===== src/rtl/rvd_pkg.sv =====
package rvd_pkg;

  typedef enum logic {
    LK_IDLE = 1'b0,
    LK_RUN  = 1'b1
  } lock_state_t;

  // Limit a raw latency setting to the supported range [1, max_lat].
  function automatic int clamp_lat(input int raw, input int max_lat);
    if (raw < 1)       return 1;
    if (raw > max_lat) return max_lat;
    return raw;
  endfunction

endpackage


===== src/rtl/rvd_lock.sv =====
module rvd_lock
  import rvd_pkg::*;
#(
  parameter int MAX_LAT = 32,
  parameter int LAT_W   = 6
) (
  input  logic             clk,
  input  logic             rst,
  input  logic             cal_done,
  input  logic [LAT_W-1:0] lat_cfg,
  output logic             locked,
  output logic [LAT_W-1:0] lat_q
);

  lock_state_t st_q;

  always_ff @(posedge clk) begin
    if (rst) begin
      st_q  <= LK_IDLE;
      lat_q <= '0;
    end else if (st_q == LK_IDLE && cal_done) begin
      st_q  <= LK_RUN;
      lat_q <= LAT_W'(clamp_lat(int'(lat_cfg), MAX_LAT));
    end
  end

  assign locked = (st_q == LK_RUN);

endmodule


===== src/rtl/rvd_fill.sv =====
module rvd_fill #(
  parameter int MAX_LAT = 32,
  parameter int LAT_W   = 6
) (
  input  logic             clk,
  input  logic             rst,
  input  logic             locked,
  input  logic [LAT_W-1:0] lat_q,
  output logic             primed
);

  localparam logic [LAT_W-1:0] FILL_TOP = LAT_W'(MAX_LAT);

  logic [LAT_W-1:0] fill_q;

  // Counts ring writes made since lock; saturates once it covers the deepest tap.
  always_ff @(posedge clk) begin
    if (rst) begin
      fill_q <= '0;
    end else if (locked && fill_q != FILL_TOP) begin
      fill_q <= fill_q + 1'b1;
    end
  end

  // The tap N-1 entries back holds post-lock data once that many writes happened.
  assign primed = (fill_q >= (lat_q - 1'b1));

endmodule


===== src/rtl/rvd_ring.sv =====
module rvd_ring #(
  parameter int DEPTH = 32,
  parameter int AW    = 5
) (
  input  logic          clk,
  input  logic [AW-1:0] wr_addr,
  input  logic          wr_bit,
  input  logic [AW-1:0] rd_addr,
  output logic          rd_bit
);

  logic mem [DEPTH];

  // Plain write port, no reset: maps onto distributed RAM.
  always_ff @(posedge clk) begin
    mem[wr_addr] <= wr_bit;
  end

  assign rd_bit = mem[rd_addr];

endmodule


===== src/rtl/rd_valid_delay.sv =====
module rd_valid_delay #(
  parameter int LANES   = 2,
  parameter int MAX_LAT = 32,
  parameter int LAT_W   = $clog2(MAX_LAT + 1)
) (
  input  logic             clk,
  input  logic             rst,
  input  logic [LANES-1:0] rd_req,
  input  logic [LAT_W-1:0] lat_cfg,
  input  logic             cal_done,
  output logic [LANES-1:0] rd_valid,
  output logic [LAT_W-1:0] lat_report
);

  localparam int AW    = (MAX_LAT > 2) ? $clog2(MAX_LAT) : 1;
  localparam int DEPTH = 1 << AW;

  logic             locked;
  logic [LAT_W-1:0] lat_q;
  logic             primed;
  logic [AW-1:0]    wp_q;
  logic [AW-1:0]    rp;
  logic [LAT_W-1:0] back;
  logic [LANES-1:0] wr_data;
  logic [LANES-1:0] tap;
  logic [LANES-1:0] valid_q;

  rvd_lock #(.MAX_LAT(MAX_LAT), .LAT_W(LAT_W)) u_lock (
    .clk      (clk),
    .rst      (rst),
    .cal_done (cal_done),
    .lat_cfg  (lat_cfg),
    .locked   (locked),
    .lat_q    (lat_q)
  );

  rvd_fill #(.MAX_LAT(MAX_LAT), .LAT_W(LAT_W)) u_fill (
    .clk    (clk),
    .rst    (rst),
    .locked (locked),
    .lat_q  (lat_q),
    .primed (primed)
  );

  // Requests count only once the lock is in place.
  assign wr_data = rd_req & {LANES{locked}};

  always_ff @(posedge clk) begin
    if (rst) wp_q <= '0;
    else     wp_q <= wp_q + 1'b1;
  end

  // Read tap sits N-1 writes behind; the output register supplies the last cycle.
  assign back = lat_q - 1'b1;
  assign rp   = wp_q - AW'(back);

  genvar g;
  generate
    for (g = 0; g < LANES; g++) begin : g_lane
      rvd_ring #(.DEPTH(DEPTH), .AW(AW)) u_ring (
        .clk     (clk),
        .wr_addr (wp_q),
        .wr_bit  (wr_data[g]),
        .rd_addr (rp),
        .rd_bit  (tap[g])
      );
    end
  endgenerate

  always_ff @(posedge clk) begin
    if (rst || !locked)   valid_q <= '0;
    else if (lat_q == 1)  valid_q <= rd_req;
    else if (primed)      valid_q <= tap;
    else                  valid_q <= '0;
  end

  assign rd_valid   = valid_q;
  assign lat_report = lat_q;

endmodule


===== config.mk =====
export PLATFORM = sky130hd
export DESIGN_NAME = rd_valid_delay
export DESIGN_NICKNAME = d
export VERILOG_FILES = /design/src/rtl/rvd_pkg.sv /design/src/rtl/rvd_lock.sv /design/src/rtl/rvd_fill.sv /design/src/rtl/rvd_ring.sv /design/src/rtl/rd_valid_delay.sv
export SDC_FILE = /design/constraint.sdc
export NUM_CORES = 1
export LEC_CHECK = 0
export ABC_AREA = 0
export ABC_CLOCK_PERIOD_IN_PS = 3100
export BUFFER_PORTS_ARGS = -buffer_cell sky130_fd_sc_hd__clkbuf_2
export CAP_MARGIN = 15
export CORE_MARGIN = 8
export CORE_UTILIZATION = 62
export CTS_BUF_LIST = sky130_fd_sc_hd__clkbuf_8
export DETAILED_ROUTE_END_ITERATION = 16
export PLACE_DENSITY = 0.77
export SLEW_MARGIN = 20
export SYNTH_ARGS = -nofsm -noshare
export SYNTH_HDL_FRONTEND = slang
export SYNTH_SLANG_ARGS = --single-unit

===== constraint.sdc =====
create_clock -name clk -period 3.1 [get_ports clk]
set_input_delay 0.155 -clock clk [delete_from_list [all_inputs] [get_ports clk]]
set_output_delay 0.155 -clock clk [all_outputs]
set_load 0.01 [all_outputs]

# Yosys cells after proc, flatten, opt, wreduce, memory -nomap -nowiden
# Memories as Yosys holds them, arrays and structs flattened.
# Cells that the tools add are included.
# classes
n_addsub	4
mul	0
div_mod_pow	0
magnitude_cmp	3
eq_ne	2
n_shift	0
mux	13
n_bitwise	2
reduce_logical	4
# ops
cell	n
2-to-1 mux 6 bit	3
2-to-1 mux 1 bit	8
adder 6 x 1 -> 6 bit, second input constant	1
== test 6 x 1 -> 1 bit, second input constant	1
greater-or-equal comparator 6 bit	1
greater-than comparator 6 bit, second input constant	1
< comparator 6 x 1 -> 1 bit, second input constant	1
inequality test 6 bit, second input constant	1
subtractor 6 x 1 -> 6 bit, second input constant	1
adder 5 x 1 -> 5 bit, second input constant	1
subtractor 5 bit	1
2-to-1 mux 2 bit	2
AND 2 bit	1
logical AND 1 bit	2
logical NOT 1 bit	1
logical OR 1 bit	1
inverter 1 bit	1
# totals
regBits	20
latch_bits	0
ramBits	64
romBits	0
inputBits	11
output_inout_bits	8
word_cells	35
n_memories	2
# memory_table
memory	words	width	rd	rd_clocked_by_memory_dff	write_ports	line_no	rtl
g_lane[0].u_ring.mem	32	1	1	0	1	rvd_ring.sv:12	logic mem [DEPTH];
g_lane[1].u_ring.mem	32	1	1	0	1	rvd_ring.sv:12	

# Logic depth before layout (Yosys ltp)
# Gate-level depths: netlist of run 1.
# depth
word_depth	9
depth_mapped	11
ltp_nobuf	11

# Modules after synthesis
# A second synthesis of run 1 with hierarchy kept.
# unflattened
hier_cells	382
hier_area_um2	4230.3
# modules_own_cells
mod	n_inst	cells_each	area_each_um2	seq_area_each_um2
rvd_ring	2	121	1498.9	960.9
rd_valid_delay	1	53	496.7	140.1
rvd_fill	1	56	479.2	120.1
rvd_lock	1	31	256.5	140.1

# Worst setup path after synthesis of run 1
# Ideal clock, no wire load.
# synth_timing
kind	register to register
from	reg u_lock.lat_q[0]
to	reg valid_q[0] (netlist: rd_valid[0])
setup_time_ns	0.129
arrival_time_ns	2.609
required_ns	2.971
setup_slack_ns	0.362
path_stages_with_launch	10
path_buffers	2
synth_period_minus_slack_ns	2.738
path_cell_list	dfxtp_1 > inv_1 > ha_1 > fa_1 > clkbuf_1 > buf_2 > mux4_2 > mux2_2 > o211ai_1 > o211ai_1
# synth_between
elab_chain_cells	5
word_cells_on_any_way	7
classes_between	2 x add/sub; 1 x order compare; 1 x eq/ne; 2 x mux; 1 x memory
# synth_rtl
item	line_no	rtl
start: declaration	rvd_lock.sv:12	output logic [LAT_W-1:0] lat_q
start signal: assignment	rvd_lock.sv:23	lat_q <= LAT_W'(clamp_lat(int'(lat_cfg), MAX_LAT));
subtractor 6 x 1 -> 6 bit	rvd_fill.sv:26	assign primed = (fill_q >= (lat_q - 1'b1));
subtractor 5 bit	rd_valid_delay.sv:55	assign rp = wp_q - AW'(back);
memory (32 x 1 bit)	--	
2-to-1 mux 2 bit	rd_valid_delay.sv:73	else if (primed) valid_q <= tap;
2-to-1 mux 2 bit (*)	rd_valid_delay.sv:72	else if (lat_q == 1) valid_q <= rd_req;
end signal: assignment	rd_valid_delay.sv:72	
end signal: assignment	rd_valid_delay.sv:73	
end: declaration	rd_valid_delay.sv:26	logic [LANES-1:0] valid_q;
# Every way passes the cells marked *; elsewhere a longest branch is shown, timed or not.
# A chain may end at the register's enable or synchronous reset.

# Worst setup path after layout of run 1
# Ends and elaborated chain as after synthesis.

==> results of run 1 <==
cell families (layout without fill, tap and decap cells):
kind of cell | Yosys count | after routing | synth area share [%]
compound gates | 28 | 28 | 4.31
fa+ha+maj | 19 | 19 | 6.21
mux | 26 | 26 | 13.1
simple gates | 97 | 97 | 11.4
xor+xnor | 13 | 13 | 3.42
buf+inv | 22 | 49 | 2.73
flops | 84 | 84 | 58.8
area by class of cell:
cell class                      instances  area, um^2
Timing Repair Buffer                   22         120
Clock buffer                            9         124
Inverter                               11        41.3
Sequential cell                        84        2320
Tap cell                               77        96.3
Fill cell                             452        1930
Clock inverter                          7        91.3
Multi-Input combinational cell        183        1520
how the worst max path moves through the flow:
stage	startpoint	endpoint	slack [ns]	depth (start not counted)
5_1_grt	u_lock.lat_q[0]$_SDFFE_PP0P_	rd_valid[0]$_SDFF_PP0_	0.19	8
3_5_place_dp	u_lock.lat_q[0]$_SDFFE_PP0P_	rd_valid[0]$_SDFF_PP0_	0.36	8
2_1_floorplan	u_lock.lat_q[0]$_SDFFE_PP0P_	rd_valid[0]$_SDFF_PP0_	0.36	9
4_1_cts	u_lock.lat_q[0]$_SDFFE_PP0P_	rd_valid[0]$_SDFF_PP0_	0.35	8
6_report	u_lock.lat_q[0]$_SDFFE_PP0P_	rd_valid[0]$_SDFF_PP0_	0.33	7
3_3_place_gp	u_lock.lat_q[0]$_SDFFE_PP0P_	rd_valid[0]$_SDFF_PP0_	0.51	8
synthesized netlist by cell type (all sizes together) (2+ instances only):
library cell	instances	area share [%]
a21o	2	0.38
a21oi	8	1.0
and2	2	0.32
buf	4	1.0
clkbuf	7	0.67
dfxtp	20	10
edfxtp	64	49
ha	18	5.7
inv	11	1.0
mux2	4	1.1
mux2i	6	1.5
mux4	16	10
nand2	16	1.5
nand2b	4	0.63
nand3	3	0.38
nand3b	2	0.38
nand4	2	0.32
nor2	49	4.7
nor2b	2	0.32
nor3	6	0.89
nor3b	7	1.3
o211ai	5	0.95
o21ai	9	1.1
or2	2	0.32
xnor2	7	1.6
xor2	5	1.3
metal layers:
metal  up-vias  global-route usage (%)  part of all wire, %  wire (um)
li1       1113                       -                    -          -
met1      1152                    22.6                   44       3370
met2        55                    28.9                   50       3750
met3        10                    3.67                  4.2        317
met4         0                    8.19                  1.7        132
met5         -                       0                    0          0
where the power goes:
group / switching [uW] / internal [uW]
Clock: 384 / 451
Combinational: 176 / 149
Sequential: 18.5 / 1230
stage by stage:
stage,utilization (%),instances
floorplan,-,289
global placement,65.7,377
detailed placement,65.7,377
CTS,69.1,393
global route,69.1,393
finish,69.1,393
registers in the layout, indices dropped and copies added (netlist names):
name               count
g_lane.u_ring.mem     64
wp_q                   5
u_fill.fill_q          6
rd_valid               2
u_lock.locked          1
u_lock.lat_q           6
worst max-delay path, stage by stage, from the launching register on:
cell and delay, ns:
dfxtp_1 0.42, inv_1 0.12, ha_1 0.37, fa_1 0.46
xor2_2 0.53, mux2_2 0.40, o21ai_0 0.22, o211ai_1 0.13
cell usage in the layout (no fill, tap or decap), drive strengths merged, types with 2 or more instances in the layout:
cell type and count:
mux2i 6, and2 2, dfxtp 20, nand2 16
clkbuf 27, nor3b 7, mux4 16, nor2 49
nor2b 2, xor2 5, buf 4, nand3 3
edfxtp 64, or2 2, nand4 2, nand2b 4
bufinv 2, mux2 4, inv 11, clkinv 5
ha 18, o21ai 9, nor3 6, a21o 2
nand3b 2, a21oi 8, xnor2 7, o211ai 5
==> impl_metrics.tcl, run 1 <==
set metrics [dict create \
    status "completed" \
    areaGrowthSynthToFinish_pct 9.26 \
    cts_hold_buf 0 \
    ys_async_sr_fraction_pct 0 \
    cts.repair.resized 0 \
    fin_ws_ns 0.333 \
    drcViolationCount 0 \
    grt_overflow 0 \
    finalNetCount 341 \
    hold_violations 0 \
    crit_type "reg -> reg" \
    clock_latency_ns 0.35 \
    fin_crit_sh_pct 89.3 \
    worst_pin_slew_ns 0.683 \
    yosysSeqAreaShare_pct 58.8 \
    fin_skew_ns 0.0145 \
    via_count 2330 \
    ys_ff_latch 84 \
    grt_first_pass_wirelength_mm 12.0 \
    critical_path.max_fanout 8 \
    fmax_mhz 361 \
    timing.rr.start "u_lock.lat_q[0]$_SDFFE_PP0P_" \
    maxSlewViolCount 0 \
    port_buffers 18 \
    die_y_um 95.8 \
    finalSetupViolCount 0 \
    clk_pin_slew_ns 0.09 \
    wl_per_cell_um 19.3 \
    drt_iter0_markers 130 \
    worstPathArrival_ns 3.00 \
    place_area_um2 4100 \
    ys.flop_type "edfxtp_1" \
    synth_cells 289 \
    netlist_area_um2 3950 \
    min_path_cells 3 \
    via_per_inst 5.93 \
    synth_nets 319 \
    start_util_pct 63.3 \
    place_congestion 0.834 \
    hpwl_mm 5.30 \
    io_pins 19 \
    cts_tree "yes" \
    reg2reg_depth 7 \
    whs_endpoint "u_lock.locked$_SDFFE_PP0P_" \
    p_leak_uw 0.00159 \
    worstPathRequired_ns 3.33 \
    tns_ns 0 \
    fin_crit_ns 2.77 \
    relSlewSlack_pct 53.8 \
    cap_viol_max_count 0 \
    post-cts-setup-buffers 0 \
    stdcell_area_um2 4310 \
    whs_ns 0.0494 \
    die_area_um2 9180 \
    reg2reg_to "rd_valid[0]$_SDFF_PP0_" \
    diodes 0 \
    p_per_area_nw_per_um2 558 \
    reg2reg_setup_slack_ns 0.33 \
    core-area_um2 6240 \
    dpl_worst_slack_ns 0.364 \
    max-vdd-ir-drop_uv 409 \
    grt_setup_unrepaired "no" \
    report.power.total_uw 2410 \
    numCtsBuffers 9 \
    clock_path_buffers 2 \
    synth_edf_count 64 \
    first_pass_iters 4 \
    holdCritPathClass "in -> reg" \
    grt_max_degree 34 \
    endpoint_kind "flip-flop" \
    track_usage_pct 17.8 \
    grt_pass1_vias 2358 \
    antenna_found_initial 0 \
    cts_sinks 84 \
    drive_gt1_share_pct 14.9 \
    ys_types 40 \
    cts-root-buf "clkbuf_8" \
    worstHoldStart "cal_done" \
    drt_wl_total_mm 7.57 \
    htreeDepth 3 \
    synth_warnings 0 \
    ant_nets 0 \
    syn_area_per_cell_um2 13.7 \
    die_x_um 95.8 \
    row_count 29 \
    critPathLaunchType "flip-flop" \
]
No activity file was read; power rests on OpenSTA's default activity.
==> inputs of run 2 (changes only) <==
--- a/config.mk
+++ b/config.mk
@@ -11,7 +11,9 @@
 export CAP_MARGIN = 15
+export CELL_PAD_IN_SITES_DETAIL_PLACEMENT = 2
+export CELL_PAD_IN_SITES_GLOBAL_PLACEMENT = 2
 export CORE_MARGIN = 8
-export CORE_UTILIZATION = 62
+export CORE_UTILIZATION = 43
 export CTS_BUF_LIST = sky130_fd_sc_hd__clkbuf_8
 export DETAILED_ROUTE_END_ITERATION = 16
-export PLACE_DENSITY = 0.77
+export PLACE_DENSITY = 0.79
 export SLEW_MARGIN = 20
@@ -19,2 +21,3 @@
 export SYNTH_HDL_FRONTEND = slang
+export SYNTH_HIERARCHICAL = 1
 export SYNTH_SLANG_ARGS = --single-unit
==> constraint.sdc (replaced) <==
create_clock -name clk -period 3.1 [get_ports clk]
set_input_delay 0.31 -clock clk [delete_from_list [all_inputs] [get_ports clk]]
set_output_delay 0.31 -clock clk [all_outputs]
set_load 0.01 [all_outputs]
==> impl_metrics.tcl, run 2 <==
set metrics [dict create \
    drcViolationCount 0 \
    core-area_um2 9680 \
    clk_pin_slew_ns 0.09 \
    fin_crit_ns 2.92 \
    largest_register "g_lane.u_ring/mem" \
    tns_ns 0 \
    grt_max_degree 33 \
    worstPathRequired_ns 3.40 \
    place_congestion 0.768 \
    hold_violations 0 \
    synth_edf_count 64 \
    clock_latency_ns 0.36 \
    numCtsBuffers 9 \
    finalNetCount 441 \
    max-vdd-ir-drop_uv 222 \
    yosysSeqAreaShare_pct 54.9 \
    start_util_pct 43.7 \
    crit_type "reg -> reg" \
    clockPowerShare_pct 29.6 \
    synth_top_area_cell "edfxtp_1" \
    track_usage_pct 18.5 \
    multi_input_area_um2 1780 \
    cts_tree "yes" \
    drt_wl_total_mm 11.6 \
    finalSetupViolCount 0 \
    ant_nets 0 \
    via_per_inst 5.49 \
    ys_types 40 \
    ys_ff_latch 84 \
    fin_crit_sh_pct 94.2 \
    synth_cells 382 \
    syn_area_per_cell_um2 11.1 \
    power_frac_comb_pct 19.0 \
    endpoint_kind "flip-flop" \
    diodes 0 \
    port_buffers 18 \
    critical_path.max_fanout 8 \
    first_pass_iters 4 \
    drt_iter0_markers 101 \
    timing.critical_path.from "wp_q[1]$_SDFF_PP0_" \
    synth_area_leaders "edfxtp_1 45%, dfxtp_1 9.5%, mux2i_1 7.8%" \
    top_regs "g_lane.u_ring/mem: 64 flops, u_fill/fill_q: 6 flops, u_lock/lat_q: 6 flops" \
    fin_skew_ns 0.0148 \
    die_y_um 115 \
    clock_path_buffers 2 \
    cts_sinks 84 \
    final_common_cell "nor2_1" \
    via_count 3021 \
    critPathLaunchType "flip-flop" \
    grt_first_pass_wirelength_mm 18.5 \
    p_per_area_nw_per_um2 518 \
    status "completed" \
    hpwl_mm 8.13 \
    dpl_worst_slack_ns 0.116 \
    fin_ws_ns 0.180 \
    cts_hold_buf 0 \
    grt_use_met3_pct 3.68 \
    cap_viol_max_count 0 \
    maxSlewViolCount 0 \
    htreeDepth 3 \
    synth_most_common_cell "nor2_1" \
    p_leak_uw 0.00176 \
    worstPathArrival_ns 3.22 \
    die_x_um 115 \
    netlist_area_um2 4230 \
    drive_gt1_share_pct 13.9 \
    worst_pin_slew_ns 1.05 \
    areaGrowthSynthToFinish_pct 10.5 \
    die_area_um2 13300 \
    stdcell_count 550 \
    ys.flop_type "edfxtp_1" \
    worstHoldStart "lat_cfg[5]" \
    synth_warnings 6 \
    synth_nets 411 \
    seqPwrFrac_pct 51.5 \
    cts-root-buf "clkbuf_8" \
    synth_common_cells "81 x nor2_1, 64 x edfxtp_1, 33 x mux2i_1" \
    antenna_found_initial 0 \
    grt.busiest_layer "met2" \
    row_count 36 \
    whs_ns 0.189 \
    switching_share_pct 29.2 \
    met1_usage_pct 22.3 \
    synth_top_area_share_pct 45.4 \
    grt_pass1_vias 3336 \
    layout.cells.most_common_list "81 x nor2_1, 64 x edfxtp_1, 33 x mux2i_1" \
    intPower_uw 1720 \
    p_sw_uw 708 \
    fmax_mhz 342 \
    timing.rr.start "wp_q[1]$_SDFF_PP0_" \
    relSlewSlack_pct 30.2 \
    holdCritPathClass "in -> reg" \
    largest_register_ffs 64 \
    grt_setup_unrepaired "no" \
    n_fill_cell 1031 \
    grtUsageMet2_pct 32.2 \
    regArea_um2 2320 \
    grt_overflow 0 \
    io_pins 19 \
    wl_per_cell_um 21.1 \
    dp.cells 533 \
    ys_async_sr_fraction_pct 0 \
]
-- run 2: worst paths after layout --
path	endpoint	slack [ns]	cells past startpoint
max	rd_valid[1]$_SDFF_PP0_	0.18	14
min	u_lock/lat_q[5]$_SDFFE_PP0P_	0.19	3
max reg2reg	rd_valid[1]$_SDFF_PP0_	0.18	14
min reg2reg	u_lock/lat_q[2]$_SDFFE_PP0P_	0.53	2
-- run 2: logic make-up (layout without fill, tap and decap cells) --
group                    after synthesis  count (layout)  share of synthesized area, %
buffers and inverters                 25              60                          3.34
XOR/XNOR                              14              14                          2.90
AND/OR/NAND/NOR                      168             168                          19.1
flip-flops                            84              84                          54.9
AO/OA/AOI/OAI                         40              40                          6.45
adder cells (fa/ha/maj)               18              18                          5.50
multiplexers                          33              33                          7.81
-- run 2: timing repair --
item,4_1_cts,5_1_grt
endpoints found under the hold margin,0,0
gates resized for setup,0,2
endpoints found under the setup margin,0,2
setup buffers,0,0
-- run 2: power by group through the flow --
stage / clock network [uW] / logic, uW / registers (uW)
after global placement: 0 / 428 / 1270
final: 716 / 459 / 1250
after CTS: 730 / 461 / 1250
after floorplan: 0 / 336 / 1270
after global routing: 773 / 500 / 1250
after detailed placement: 0 / 456 / 1270
-- run 2: cell type report --
type	count	share of cell area [%]
well taps	133	3.56
inverters	15	1.20
repair buffers	29	3.85
multi-input cells	273	38.0
flip-flops and latches	84	49.7
clock inverters	6	0.723
clock buffers	10	2.94
-- run 2: through the flow --
step	utilization, %	power, uW	instance area [um^2]
CTS	48.0	2440	4650
global route	48.3	2520	4670
floorplan	-	1610	4230
detailed placement	46.3	1730	4480
global placement	46.3	1700	4480
finish	48.3	2420	4670
-- run 2: layer usage --
metal | part of all wire [%] | up-vias | routed length, um
li1 | - | 1410 | -
met1 | 43 | 1529 | 5020
met2 | 51 | 62 | 5880
met3 | 4.0 | 20 | 470
met4 | 2.1 | 0 | 244
met5 | 0 | - | 0
-- run 2: critical path: stages (launching register included) --
cell and delay, ns:
dfxtp_1 0.36, inv_1 0.05, ha_1 0.28, inv_1 0.08
ha_2 0.18, inv_1 0.05, fa_1 0.44, inv_1 0.20
and2b_1 0.27, a22oi_1 0.18, nand4b_1 0.14, a21oi_1 0.16
a311o_1 0.19, o311ai_2 0.12, a21oi_1 0.16
==> inputs of run 3 (changes only) <==
- SETUP_SLACK_MARGIN: default -> 0.4
- TNS_END_PERCENT: default -> 10
==> impl_metrics.tcl, run 3 (synthesized netlist as in run 2, its figures left out) <==
set metrics [dict create \
    status "completed" \
    hold_violations 0 \
    grt_overflow 0 \
    fin_crit_sh_pct 87.5 \
    wl_per_cell_um 21.7 \
    reg2reg_depth 14 \
    place_congestion 0.768 \
    crit_chain "inv_2, ha_4, inv_4, ha_4, inv_2, fa_1, inv_2, and2b_2, a22oi_2, nand4b_1, a21oi_1, a311o_1, o311ai_2, a21oi_1" \
    cp_common_cell "inv_2" \
    dp.cells 533 \
    drcViolationCount 0 \
    reg2reg_setup_slack_ns 0.39 \
    die_area_um2 13300 \
    holdCritPathClass "in -> reg" \
    relSlewSlack_pct 27.1 \
    antenna_found_initial 0 \
    critPathTopFamily "adder cells" \
    ant_nets 0 \
    max-vdd-ir-drop_uv 221 \
    critical_path.max_fanout 8 \
    htreeDepth 3 \
    die_y_um 115 \
    grt_pass1_vias 3357 \
    finalSetupViolCount 0 \
    track_usage_pct 18.9 \
    cts_sinks 84 \
    stdcell_count 558 \
    fin_skew_ns 0.0167 \
    clock_path_buffers 2 \
    diodes 0 \
    fin_crit_ns 2.71 \
    min_path_cells 3 \
    whs_ns 0.182 \
    crit_type "reg -> reg" \
    drive_gt1_share_pct 20.0 \
    first_pass_iters 4 \
    drt_wl_total_mm 12.1 \
    core-area_um2 9680 \
    numCtsBuffers 9 \
    via_per_inst 5.46 \
    largest_register "g_lane.u_ring/mem" \
    worstHoldStart "lat_cfg[5]" \
    final_common_cell "nor2_1" \
    top_regs "g_lane.u_ring/mem: 64 flops, u_fill/fill_q: 6 flops, u_lock/lat_q: 6 flops" \
    whs_endpoint "u_lock/lat_q[5]$_SDFFE_PP0P_" \
    grt_max_degree 33 \
    stdcell_area_um2 4800 \
    io_pins 19 \
    drt_iter0_markers 128 \
    cts-root-buf "clkbuf_8" \
    worstPathRequired_ns 3.39 \
    hpwl_mm 8.13 \
    clk_pin_slew_ns 0.09 \
    timing.rr.start "wp_q[1]$_SDFF_PP0_" \
    reg2reg_to "rd_valid[1]$_SDFF_PP0_" \
    grt_first_pass_wirelength_mm 18.8 \
    endpoint_kind "flip-flop" \
    port_buffers 18 \
    p_per_area_nw_per_um2 515 \
    p_leak_uw 0.00180 \
    critPathLaunchType "flip-flop" \
    slowest_stage "fa_1" \
    fmax_mhz 369 \
    grt_setup_unrepaired "yes" \
    die_x_um 115 \
    start_util_pct 43.7 \
    layout.cells.most_common_list "80 x nor2_1, 64 x edfxtp_1, 33 x mux2i_1" \
    finalNetCount 449 \
    areaGrowthSynthToFinish_pct 13.5 \
    clock_latency_ns 0.37 \
    place_area_um2 4480 \
    largest_register_ffs 64 \
    maxSlewViolCount 0 \
    path_buf_inv 4 \
    worst_pin_slew_ns 1.09 \
    via_count 3048 \
    row_count 36 \
    cap_viol_max_count 0 \
    report.power.total_uw 2470 \
    cts_tree "yes" \
    tns_ns 0 \
    timing.critical_path.slowest_cell_delay_ns 0.42 \
    worstPathArrival_ns 3.01 \
]
[run 3: changes by cell type in the layout (fill, tap and decap cells not counted), sizes merged]
cell  delta
buf      +8
[run 3: where the power goes]
part,switching [uW],internal [uW]
Sequential,18.2,1230
Combinational,298,205
Clock,418,307
Total,734,1740
[run 3: cell type report]
type	instances	area, um^2
clock buffers	10	138
clock inverters	6	33.8
fillers	1015	4880
inverters	15	58.8
multi-input cells	273	1830
flip-flops and latches	84	2330
well taps	133	166
repair buffers	37	240
[run 3: repair_timing]
| action | CTS | global route |
|---|---|---|
| setup buffers | 2 | 6 |
| endpoints found under the hold margin | 0 | 0 |
| pin swaps | 9 | 5 |
| hold buffers | 0 | 0 |
| resized for setup | 21 | 4 |
| endpoints found under the setup margin | 2 | 2 |
[run 3: worst max-delay path by stage]
| stage | slack (ns) | cells after the start | from | to |
|---|---|---|---|---|
| 5_1_grt | 0.28 | 14 | wp_q[1]$_SDFF_PP0_ | rd_valid[1]$_SDFF_PP0_ |
| 3_3_place_gp | 0.37 | 13 | u_lock/lat_q[2]$_SDFFE_PP0P_ | rd_valid[0]$_SDFF_PP0_ |
| 3_5_place_dp | 0.12 | 12 | u_lock/lat_q[2]$_SDFFE_PP0P_ | rd_valid[1]$_SDFF_PP0_ |
| 2_1_floorplan | 0.49 | 12 | wp_q[2]$_SDFF_PP0_ | rd_valid[0]$_SDFF_PP0_ |
| 4_1_cts | 0.40 | 14 | wp_q[1]$_SDFF_PP0_ | rd_valid[1]$_SDFF_PP0_ |
| 6_report | 0.39 | 14 | wp_q[1]$_SDFF_PP0_ | rd_valid[1]$_SDFF_PP0_ |
[run 3: worst min-delay path: stages]
cell and delay, ns:
clkbuf_2 0.09, nand2_1 0.05, a21oi_1 0.05
[run 3: routing by layer]
metal  vias up  share of wire, %  GRT usage [%]
li1       1429                 -              -
met1      1549                43           22.5
met2        54                52           33.3
met3        16               3.1           3.36
met4         0               1.8           6.74
met5         -                 0              0
[run 3: through the flow]
| stage | worst slack, ns | util (%) |
|---|---|---|
| floorplan | 0.491 | - |
| CTS | 0.397 | 48.8 |
| global placement | 0.368 | 46.3 |
| global route | 0.283 | 49.6 |
| detailed placement | 0.116 | 46.3 |
| finish | 0.387 | 49.6 |
